## src/rtl/cpu_rate_pkg.sv

```systemverilog
package cpu_rate_pkg;
  typedef enum logic [1:0] {
    RATE_SLOW    = 2'b00,
    RATE_ADDR    = 2'b01,
    RATE_FAST    = 2'b10,
    RATE_FAST_NR = 2'b11
  } rate_e;
endpackage

```

## src/rtl/cpu_rate_decode.sv

```systemverilog
module cpu_rate_decode
  import cpu_rate_pkg::*;
#(
  parameter int unsigned AW     = 16,
  parameter int unsigned ROM_LO = 'h8000,
  parameter int unsigned ROM_HI = 'hFEFF
) (
  input  logic [1:0]    rate_i,
  input  logic          map_ram_i,
  input  logic [AW-1:0] addr_i,
  output logic          fast_o
);
  localparam logic [AW-1:0] LO = AW'(ROM_LO);
  localparam logic [AW-1:0] HI = AW'(ROM_HI);

  logic in_rom;
  assign in_rom = (addr_i >= LO) && (addr_i <= HI);

  always_comb begin
    unique case (rate_e'(rate_i))
      RATE_SLOW: fast_o = 1'b0;
      RATE_ADDR: fast_o = in_rom;
      default:   fast_o = 1'b1;
    endcase
    // all-RAM map only allows the slow rate
    if (map_ram_i) fast_o = 1'b0;
  end
endmodule

```

## src/rtl/cpu_phase_gen.sv

```systemverilog
module cpu_phase_gen #(
  parameter int unsigned FAST_DIV = 8,
  parameter int unsigned SLOW_DIV = 16
) (
  input  logic clk_i,
  input  logic rst_ni,
  input  logic fast_req_i,
  output logic e_o,
  output logic q_o,
  output logic fast_o,
  output logic cyc_end_o
);
  localparam int unsigned CW = $clog2(SLOW_DIV);
  localparam logic [CW-1:0] F_LAST = CW'(FAST_DIV - 1);
  localparam logic [CW-1:0] S_LAST = CW'(SLOW_DIV - 1);
  localparam logic [CW-1:0] F_QTR  = CW'(FAST_DIV / 4);
  localparam logic [CW-1:0] S_QTR  = CW'(SLOW_DIV / 4);
  localparam logic [CW-1:0] F_HALF = CW'(FAST_DIV / 2);
  localparam logic [CW-1:0] S_HALF = CW'(SLOW_DIV / 2);
  localparam logic [CW-1:0] F_3QTR = CW'(3 * FAST_DIV / 4);
  localparam logic [CW-1:0] S_3QTR = CW'(3 * SLOW_DIV / 4);

  logic [CW-1:0] cnt_q;
  logic          fast_q;
  logic [CW-1:0] last, qtr, half, qtr3;

  assign last = fast_q ? F_LAST : S_LAST;
  assign qtr  = fast_q ? F_QTR  : S_QTR;
  assign half = fast_q ? F_HALF : S_HALF;
  assign qtr3 = fast_q ? F_3QTR : S_3QTR;

  assign cyc_end_o = (cnt_q == last);

  // ratio latched only at the cycle boundary
  always_ff @(posedge clk_i or negedge rst_ni) begin
    if (!rst_ni) begin
      cnt_q  <= '0;
      fast_q <= 1'b0;
    end else if (cyc_end_o) begin
      cnt_q  <= '0;
      fast_q <= fast_req_i;
    end else begin
      cnt_q  <= cnt_q + 1'b1;
    end
  end

  assign e_o    = (cnt_q >= half);
  assign q_o    = (cnt_q >= qtr) && (cnt_q < qtr3);
  assign fast_o = fast_q;

  a_r7_ratio_held_mid_cycle: assert property (@(posedge clk_i) disable iff (!rst_ni)
    !cyc_end_o |=> $stable(fast_q));
  a_r9_q_high_at_e_rise: assert property (@(posedge clk_i) disable iff (!rst_ni)
    $rose(e_o) |-> q_o);
  a_r9_q_low_at_e_fall: assert property (@(posedge clk_i) disable iff (!rst_ni)
    $fell(e_o) |-> !q_o);
  a_r8_e_falls_at_boundary: assert property (@(posedge clk_i) disable iff (!rst_ni)
    $fell(e_o) |-> (cnt_q == '0));
endmodule

```

## src/rtl/cpu_rate_gen.sv

```systemverilog
module cpu_rate_gen #(
  parameter int unsigned AW       = 16,
  parameter int unsigned FAST_DIV = 8,
  parameter int unsigned SLOW_DIV = 16,
  parameter int unsigned ROM_LO   = 'h8000,
  parameter int unsigned ROM_HI   = 'hFEFF
) (
  input  logic          clk_i,
  input  logic          rst_ni,
  input  logic [1:0]    rate_i,
  input  logic          map_ram_i,
  input  logic [AW-1:0] addr_i,
  output logic          e_o,
  output logic          q_o,
  output logic          fast_o
);
  logic fast_req;
  logic cyc_end;

  cpu_rate_decode #(.AW(AW), .ROM_LO(ROM_LO), .ROM_HI(ROM_HI)) u_decode (
    .rate_i    (rate_i),
    .map_ram_i (map_ram_i),
    .addr_i    (addr_i),
    .fast_o    (fast_req)
  );

  cpu_phase_gen #(.FAST_DIV(FAST_DIV), .SLOW_DIV(SLOW_DIV)) u_phase (
    .clk_i      (clk_i),
    .rst_ni     (rst_ni),
    .fast_req_i (fast_req),
    .e_o        (e_o),
    .q_o        (q_o),
    .fast_o     (fast_o),
    .cyc_end_o  (cyc_end)
  );

  a_r6_map_forces_slow: assert property (@(posedge clk_i) disable iff (!rst_ni)
    (cyc_end && map_ram_i) |=> !fast_o);
  a_r2_slow_rate: assert property (@(posedge clk_i) disable iff (!rst_ni)
    (cyc_end && rate_i == 2'b00) |=> !fast_o);
  a_r3_fast_rate: assert property (@(posedge clk_i) disable iff (!rst_ni)
    (cyc_end && !map_ram_i && rate_i[1]) |=> fast_o);
endmodule

```

## config.mk

```make
export PLATFORM = sky130hd
export DESIGN_NAME = cpu_rate_gen
export DESIGN_NICKNAME = d
export VERILOG_FILES = /design/src/rtl/cpu_rate_pkg.sv /design/src/rtl/cpu_rate_decode.sv /design/src/rtl/cpu_phase_gen.sv /design/src/rtl/cpu_rate_gen.sv
export SDC_FILE = /design/constraint.sdc
export NUM_CORES = 1
export LEC_CHECK = 0
export CORE_AREA = 3 3 40 42
export DETAILED_ROUTE_END_ITERATION = 16
export DIE_AREA = 0 0 43 45
export PLACE_DENSITY = 0.69
export SLEW_MARGIN = 20
export SYNTH_ARGS = -nofsm -noshare
export SYNTH_HDL_FRONTEND = slang
export SYNTH_SLANG_ARGS = --single-unit
```

## constraint.sdc

```tcl
create_clock -name clk_i -period 1.4 [get_ports clk_i]
set_clock_uncertainty 0.1 [all_clocks]
set_input_delay 0.21 -clock clk_i [delete_from_list [all_inputs] [get_ports clk_i]]
set_output_delay 0.21 -clock clk_i [all_outputs]
set_load 0.02 [all_outputs]
```

-- Word level (Yosys, flattened, before mapping)
Index checks and enable logic that the tools add are counted.
- register bits after elaboration: 5
- output and inout port bits: 3
- logic and storage cells: 20
- bits of input ports: 21
- $add $sub $neg: 1
- reduce and logical (&&, ||, !) cells: 3
- eq/ne operators: 2
- order comparisons: 5
- mux-type cells: 7
- operator list (kind ; number):
    $ge A16 B16 Y1 const B ; 1
    $le A16 B16 Y1 const B ; 1
    $mux W4 ; 4
    $ge A4 B4 Y1 ; 2
    $add A4 B1 Y4 const B ; 1
    $eq A4 B4 Y1 ; 1
    $lt A4 B4 Y1 ; 1
    $mux W3 ; 1
    $eq A2 B1 Y1 const B ; 1
    $logic_and A1 B1 Y1 ; 2
    $logic_not A2 Y1 ; 1
    $pmux W1 S2 ; 1
    $mux W1 ; 1

-- Longest topological paths before layout
Gate-level depths: netlist of the first run.
- depth in word-level cells: 4
- gate-level depth with buffers: 5
- gate-level depth less buffers: 5

-- Modules after synthesis
From an unflattened synthesis of the first run, not the netlist that was laid out.
- cells, all modules: 34
- area, all modules: 367.9 µm²
- by module, submodules not included (module ; instances ; area an instance (µm²) ; sequential area each (µm²) ; cells an instance):
    cpu_phase_gen ; 1 ; 331.6 ; 125.1 ; 30
    cpu_rate_decode ; 1 ; 36.3 ; 0.0 ; 4

-- Worst setup path after synthesis of the first run
OpenSTA, ideal clock, no wires.
- kind: register to output
- start point: register u_phase.fast_q (netlist: u_phase.fast_o)
- end point: output port q_o
- required time: 1090 ps
- data arrival time: 1295 ps
- stages on the path, launching flop included: 4
- setup slack: -205 ps
- path buffers: 0
- cell sequence: dfrtp_1 ha_1 a31oi_1 o31a_1
- longest elaborated chain between the ends: 3
- elaborated cells between the ends (all ways): 5
- those cells by class: order compare (2); mux (2); reduce/logical (1)
- ends and longest elaborated chain (what ; line ; RTL):
    start, declared ; cpu_phase_gen.sv:24 ; logic fast_q;
    start signal, assigned ; cpu_phase_gen.sv:41 ; fast_q <= fast_req_i;
    $mux W3 / $mux W4 (equally long branches) ; cpu_phase_gen.sv:28, cpu_phase_gen.sv:30 ;
    $ge A4 B4 Y1 / $lt A4 B4 Y1 (equally long branches) ; cpu_phase_gen.sv:48 ; assign q_o = (cnt_q >= qtr) && (cnt_q < qtr3);
    $logic_and A1 B1 Y1 (*) ; cpu_phase_gen.sv:48 ;
    end, declared ; cpu_rate_gen.sv:14 ; output logic q_o,
Mark *: on every way between the ends. The rest lies on a longest branch, timed or not.

-- Final worst setup path of the first run
Ends and elaborated chain as after synthesis.

==> reports/summary.txt, run 1 <==
clk slew on worst S/H paths = 0.05 ns
Slew HR = 83.9%
antenna-violating nets left = 0
Required @ worst endpoint = 1.09 ns
grt ovf = 0
critical path launch point type = flip-flop
antenna violations before repair = 0
DR vias = 374
DR vias/cell = 4.73
final worst-path cycle share = 130%
total CTS buffers = 3
unrepaired setup endpoints after global routing = true
CP Capture Type = primary output
cts-stage hold buffer count = 0
Yosys reg bits = 5
Final Instance Count excl. Fillers = 79
first-pass GRT wire length = 1610 um
minimum clock period = 1.82 ns
min-delay worst type = in -> async
yosys warns = 0
H-tree Lvls = 1
# Max-Cap Violations = 0
DRT Wirelength = 916 um
final hold violation count = 0
Site Rows = 13
Core ar. = 1280 um2
drt drc = 0
Die X = 43 um
endpoints failing setup = 3
Final Worst Setup Slack = -0.422 ns
port bufs = 15
number of global-route vias before repair = 405
leakage = 0.293 nW
violated checks = setup timing
Layout Nets = 91
status = finished with violations
DR WL/cell = 11.6 um
largest net degree at the start of global routing = 7
Slew @ Worst Pin = 0.241 ns
die area = 1940 um2
maximum vdd drop = 0.740 mV
clock sink count = 5
post-synthesis average cell area = 10.0 um2
Seq/Total Area, Yosys = 36.6%
cells after synthesis = 34
WS Path Type = reg -> out
maximum clock rate = 549 MHz
die height = 45 um
Cells after DPL = 73
drt first pass iters = 4
initial core utilization = 26.6%
Syn Std Cell Area = 342 um2
Total Routing Usage GR = 11.1%
CTS max path bufs = 2
Tot Pwr = 1.10 mW
hpwl dp = 708 um
# IOs = 24
share of layout cells above drive strength 1 = 43.8%
n_diodes = 0
Area growth syn-to-layout = 105%
worst skew pair latency = 0.25 ns
Placer Congestion = 0.755
Synth Net Count = 60
Pwr Density = 1580 nW/um2
Cell variety after synth = 21
CTS root buffer = clkbuf_4
Finished Core Util = 54.4%
CTS tree = yes
Critical Path Fanout Max = 4
DR iter-0 viols = 7
Worst EP arrival = 1.51 ns
Final Max Slew Viols = 0
-- per-stage QoR --
step / area [um2] / setup TNS, ns / setup WS, ns / hold WS (ns)
2_1_floorplan: 368 / -0.250 / -0.132 / -0.186
3_3_place_gp: 604 / -1.21 / -0.568 / 0.357
3_5_place_dp: 604 / -1.25 / -0.595 / 0.358
4_1_cts: 677 / -0.940 / -0.423 / 0.0959
5_1_grt: 699 / -1.09 / -0.479 / 0.105
6_report: 699 / -0.898 / -0.422 / 0.0861
-- registers in the layout, indices dropped and copies added, names as in the netlist --
register	cells
u_phase.fast_o	1
u_phase.cnt_q	4
-- logic make-up after synthesis --
logic type / after synthesis / share of synthesized area (%)
AOI/OAI and AO/OA: 10 / 19.8
adders and majority gates: 5 / 18.3
DFF: 5 / 36.6
xor gates and xnor gates: 1 / 2.56
buffers and inverters: 4 / 4.39
and+or+nand+nor: 9 / 18.3
-- power by group --
group	total [mW]	switching, mW	internal [mW]	leakage (nW)
Sequential	0.218	0.0463	0.172	0.0620
Combinational	0.712	0.279	0.434	0.216
Clock	0.173	0.0652	0.108	0.0150
Total	1.10	0.390	0.714	0.293
-- Yosys cell counts --
| master | n | area [um2] |
|---|---|---|
| nand4b_1 | 1 | 8.76 |
| a21oi_1 | 2 | 10.0 |
| nor3b_1 | 1 | 7.51 |
| o31ai_1 | 1 | 7.51 |
| a21o_1 | 1 | 7.51 |
| a31oi_1 | 1 | 6.26 |
| ha_1 | 5 | 62.6 |
| o21ai_0 | 2 | 10.0 |
| nand4_1 | 1 | 6.26 |
| o31a_1 | 1 | 8.76 |
| and2_1 | 1 | 6.26 |
| nand2b_1 | 1 | 6.26 |
| nand2_1 | 1 | 3.75 |
| inv_1 | 4 | 15.0 |
| nand3_2 | 1 | 10.0 |
| dfrtp_1 | 5 | 125 |
| xor2_1 | 1 | 8.76 |
| nor3_1 | 1 | 5.00 |
| and4_1 | 1 | 8.76 |
| a22oi_1 | 1 | 7.51 |
| a221o_1 | 1 | 10.0 |
-- cell type report --
cell class,instances,area (um2)
Clock buffer,4,26.3
Fill cell,113,586
Tap cell,15,18.8
Timing Repair Buffer,26,241
Inverter,4,15.0
Multi-Input combinational cell,25,272
Sequential cell,5,126
-- repair_timing --
action / in CTS / in global routing
pin swaps: 2 / 3
endpoints found under the setup margin: 4 / 5
cloned: 0 / 0
buffers inserted: 2 / 0
gates resized for setup: 19 / 8
-- layout by cell type, fill, tap and decap left out, types with 2 or more instances in the layout --
cell type / instances
a21oi_1: 2
buf_4: 8
buf_6: 5
clkbuf_4: 3
clkdlybuf4s50_1: 12
dfrtp_1: 4
ha_4: 4
inv_1: 2
inv_2: 2
o21ai_1: 2
-- worst max-delay path, cell delays in order (launching register included) --
cell and delay [ns]:
dfrtp_2 0.47, buf_6 0.14, buf_6 0.11, ha_4 0.14
o31a_1 0.27, buf_6 0.13
-- final timing paths --
check / start / endpoint / slack, ns / cells after the start
max in group asynchronous: rst_ni / u_phase.fast_o$_DFFE_PN0N_ / 0.90 / 1
min reg2reg: u_phase.cnt_q[0]$_DFF_PN0_ / u_phase.cnt_q[0]$_DFF_PN0_ / 0.51 / 2
min in group clk_i: addr_i[8] / u_phase.fast_o$_DFFE_PN0N_ / 0.50 / 3
max reg2reg: u_phase.fast_o$_DFFE_PN0N_ / u_phase.fast_o$_DFFE_PN0N_ / -0.08 / 4
min: rst_ni / u_phase.cnt_q[3]$_DFF_PN0_ / 0.09 / 1
max: u_phase.fast_o$_DFFE_PN0N_ / q_o / -0.42 / 5
-- layer usage --
| metal | vias to the layer above | track usage [%] | share of wire, % |
|---|---|---|---|
| met3 | 0 | 2.39 | 4.9 |
| met5 | - | 0 | 0 |
| met2 | 14 | 18.9 | 52 |
| met1 | 170 | 13.4 | 43 |
| met4 | 0 | 5.42 | 0 |
| li1 | 190 | - | - |
(Power assumes the default switching activity.)
==> run 2: changes to the inputs <==
--- a/config.mk
+++ b/config.mk
@@ -5,11 +5,14 @@
 export SDC_FILE = /design/constraint.sdc
 export NUM_CORES = 1
 export LEC_CHECK = 0
+export ABC_CLOCK_PERIOD_IN_PS = 1400
 export CORE_AREA = 3 3 40 42
 export DETAILED_ROUTE_END_ITERATION = 16
 export DIE_AREA = 0 0 43 45
-export PLACE_DENSITY = 0.69
+export PLACE_DENSITY = 0.72
 export SLEW_MARGIN = 20
 export SYNTH_ARGS = -nofsm -noshare
 export SYNTH_HDL_FRONTEND = slang
+export SYNTH_HIERARCHICAL = 1
 export SYNTH_SLANG_ARGS = --single-unit
+export TNS_END_PERCENT = 5
==> run 2 against run 1 <==
The run still ends with setup timing left. Sequential power is 11% lower. Synthesized cell count stayed put. Clock-buffer cell count stayed put. Combinational power is 34% lower. Critical path depth is 1 lower. First-iteration DRC count is 57% lower. Clock power is 5% lower. Global-route usage is 0.11 points higher. Fmax is 11% lower. Hold slack better by 0.0085 ns. Non-clock buffer count is 1 lower.
==> reports/summary.txt, run 2 <==
status = finished with violations
violated checks = setup timing
max FFs per register = 4 (unchanged)
critical path launch point type = flip-flop
n_diodes = 0 (unchanged)
top cell type's share of synthesized area = 34.0% (-2.6 points)
Critical Path Fanout Max = 4 (unchanged)
# Max-Cap Violations = 0 (unchanged)
Final Max Slew Viols = 0 (unchanged)
Cell variety after synth = 20 (-4.8%)
largest net degree at the start of global routing = 7 (unchanged)
worst skew pair latency = 0.24 ns (about the same)
die area = 1940 um2 (unchanged)
Reg with most FFs = u_phase/cnt_q
Gate power share = 56.5% (-8.0 points)
Worst EP arrival = 1.75 ns (+0.24 ns)
Cells after DPL = 73 (unchanged)
fill count = 130 (+15%)
Primary FF master, synth = dfrtp_1
clk slew on worst S/H paths = 0.05 ns (about the same)
min-delay worst type = in -> async
# IOs = 24 (unchanged)
Top delay family on crit path = flip-flops
Slew @ Worst Pin = 0.237 ns (-0.00429 ns)
worst path cell trace = ha_1, or3b_4, a311oi_4, buf_6
Die X = 43 um (unchanged)
drt drc = 0 (unchanged)
first-pass GRT wire length = 1590 um (-1.3%)
most frequent cells in the layout = 12 x clkdlybuf4s50_1, 9 x buf_4, 4 x ha_1, 4 x dfrtp_1
number of global-route vias before repair = 374 (-7.7%)
drt first pass iters = 2 (-2)
Finished Core Util = 52.9% (-1.6 points)
Tot Pwr = 0.828 mW (-25%)
grt ovf = 0 (unchanged)
hpwl dp = 755 um (+6.7%)
Seq pwr share = 23.6% (+3.8 points)
CP bufs+invs = 1 (-2)
clock sink count = 5 (unchanged)
commonest non-fill, non-tap cell in the layout = clkdlybuf4s50_1
post-synthesis average cell area = 10.8 um2 (+7.7%)
Post-CTS Setup Repair Bufs = 0 (-2)
Placer Congestion = 0.748 (-0.91%)
unrepaired setup endpoints after global routing = true
Storage cell area = 126 um2 (unchanged)
CTS tree = yes
yosys warns = 6 (+6)
Critical-path top delay cell = dfrtp_2
maximum clock rate = 486 MHz (-11%)
Syn Std Cell Area = 368 um2 (+7.7%)
leakage = 0.320 nW (+9.4%)
maximum vdd drop = 0.527 mV (-29%)
Seq/Total Area, Yosys = 34.0% (-2.6 points)
Yosys reg bits = 5 (unchanged)
Pwr Density = 1220 nW/um2 (-23%)
antenna-violating nets left = 0 (unchanged)
Psw = 0.285 mW (-27%)
setup tns final = -1.53 ns (-0.628 ns)
antenna violations before repair = 0 (unchanged)
Layout Nets = 90 (-1.1%)
total CTS buffers = 3 (unchanged)
CP max stage delay = 0.43 ns (-0.04 ns)
Required @ worst endpoint = 1.09 ns (about the same)
reg-to-reg setup timing slack = -0.29 ns (-0.21 ns)
DR WL/cell = 11.6 um (+0.36%)
cells after synthesis = 34 (unchanged)
post-place setup slack = -0.906 ns (-0.312 ns)
count leader, synth = ha_1
Core ar. = 1280 um2 (unchanged)
share of layout cells above drive strength 1 = 45.2% (+1.4 points)
DR iter-0 viols = 3 (-4)
minimum clock period = 2.06 ns (+0.235 ns)
most frequent cells after synthesis = 6 x ha_1, 5 x dfrtp_1, 3 x inv_1, 3 x nor2_1, 2 x a21oi_1
multi-input logic area = 277 um2 (+1.8%)
Site Rows = 13 (unchanged)
EDFF count, synth = 0 (unchanged)
port bufs = 15 (unchanged)
Synth Net Count = 61 (+1.7%)
DR vias/cell = 4.60 (-2.9%)
Final Worst Setup Slack = -0.657 ns (-0.235 ns)
DR vias = 354 (-5.3%)
CTS max path bufs = 2 (unchanged)
endpoints failing setup = 5 (+2)
Area growth syn-to-layout = 84.7%
Final Instance Count excl. Fillers = 77 (-2.5%)
initial core utilization = 28.6% (+2.0 points)
Net Sw Frac = 34.4% (-0.92 points)
H-tree Lvls = 1 (unchanged)
WS Path Type = reg -> out
Int Power = 0.543 mW (-24%)
DRT Wirelength = 896 um (-2.2%)
clock power share = 19.9% (+4.2 points)
Total Routing Usage GR = 11.2% (+0.11 points)
post-synth top area cell = dfrtp_1
CTS root buffer = clkbuf_4
Slew HR = 84.1% (+0.29 points)
FFs w/ async S/R, synth = 100% (unchanged)
CP Capture Type = primary output
final worst-path cycle share = 147% (+17 points)
final hold violation count = 0 (unchanged)
die height = 45 um (unchanged)
Area contributors post-synth = dfrtp_1 34%, ha_1 20%, a311oi_2 4.1%, a211oi_2 3.4%, inv_1 3.1%
[run 2: final timing paths]
kind,startpoint,end,cells after the start
setup reg to reg,u_phase/fast_o$_DFFE_PN0P_,u_phase/fast_o$_DFFE_PN0P_,5
setup / recovery,u_phase/fast_o$_DFFE_PN0P_,q_o,4
max in group asynchronous,rst_ni,u_phase/fast_o$_DFFE_PN0P_,1
min in group clk_i,u_phase/cnt_q[0]$_DFF_PN0_,u_phase/cnt_q[0]$_DFF_PN0_,2
hold / removal,rst_ni,u_phase/cnt_q[1]$_DFF_PN0_,1
hold reg to reg,u_phase/cnt_q[0]$_DFF_PN0_,u_phase/cnt_q[0]$_DFF_PN0_,2
[run 2: power groups by stage]
stage	registers, mW	clock network, mW	logic (mW)
floorplan	0.208	0	0.215
global route	0.200	0.180	0.516
global placement	0.189	0	0.453
detailed placement	0.193	0	0.458
finish	0.195	0.165	0.468
CTS	0.197	0.172	0.472
[run 2: through the flow]
step / area (um2) / hold WS [ns]
after floorplan: 395 / -0.186
after global placement: 634 / 0.355
after detailed placement: 634 / 0.359
after CTS: 676 / 0.0983
after global routing: 679 / 0.102
final: 679 / 0.0946
[run 2: cell type report]
| cell class | instances | area share (%) |
|---|---|---|
| Tap cell | 15 | 2.76 |
| Clock buffer | 4 | 3.87 |
| Sequential cell | 5 | 18.6 |
| Multi-Input combinational cell | 25 | 40.7 |
| Inverter | 3 | 1.66 |
| Timing Repair Buffer | 25 | 32.4 |
[run 2: logic make-up after synthesis]
family / synth area share (%)
buffers and inverters: 4.42
AND/OR/NAND/NOR: 20.8
flip-flops: 34.0
multiplexers: 3.06
XOR/XNOR: 2.38
adder cells (fa/ha/maj): 20.4
AO/OA/AOI/OAI: 15.0
[run 2: metal layers]
layer / share of wire [%] / global-route usage, % / up-vias / routed length (um)
li1: - / - / 180 / -
met1: 43 / 14.0 / 169 / 387
met2: 53 / 18.6 / 5 / 475
met3: 3.7 / 2.39 / 0 / 33
met4: 0 / 5.42 / 0 / 0
met5: 0 / 0 / - / 0
[run 2: repair_timing]
action                     CTS  global route
pin swaps                    3             0
hold buffers                 0             0
setup endpoints to repair    6             5
gates resized for setup     17             1
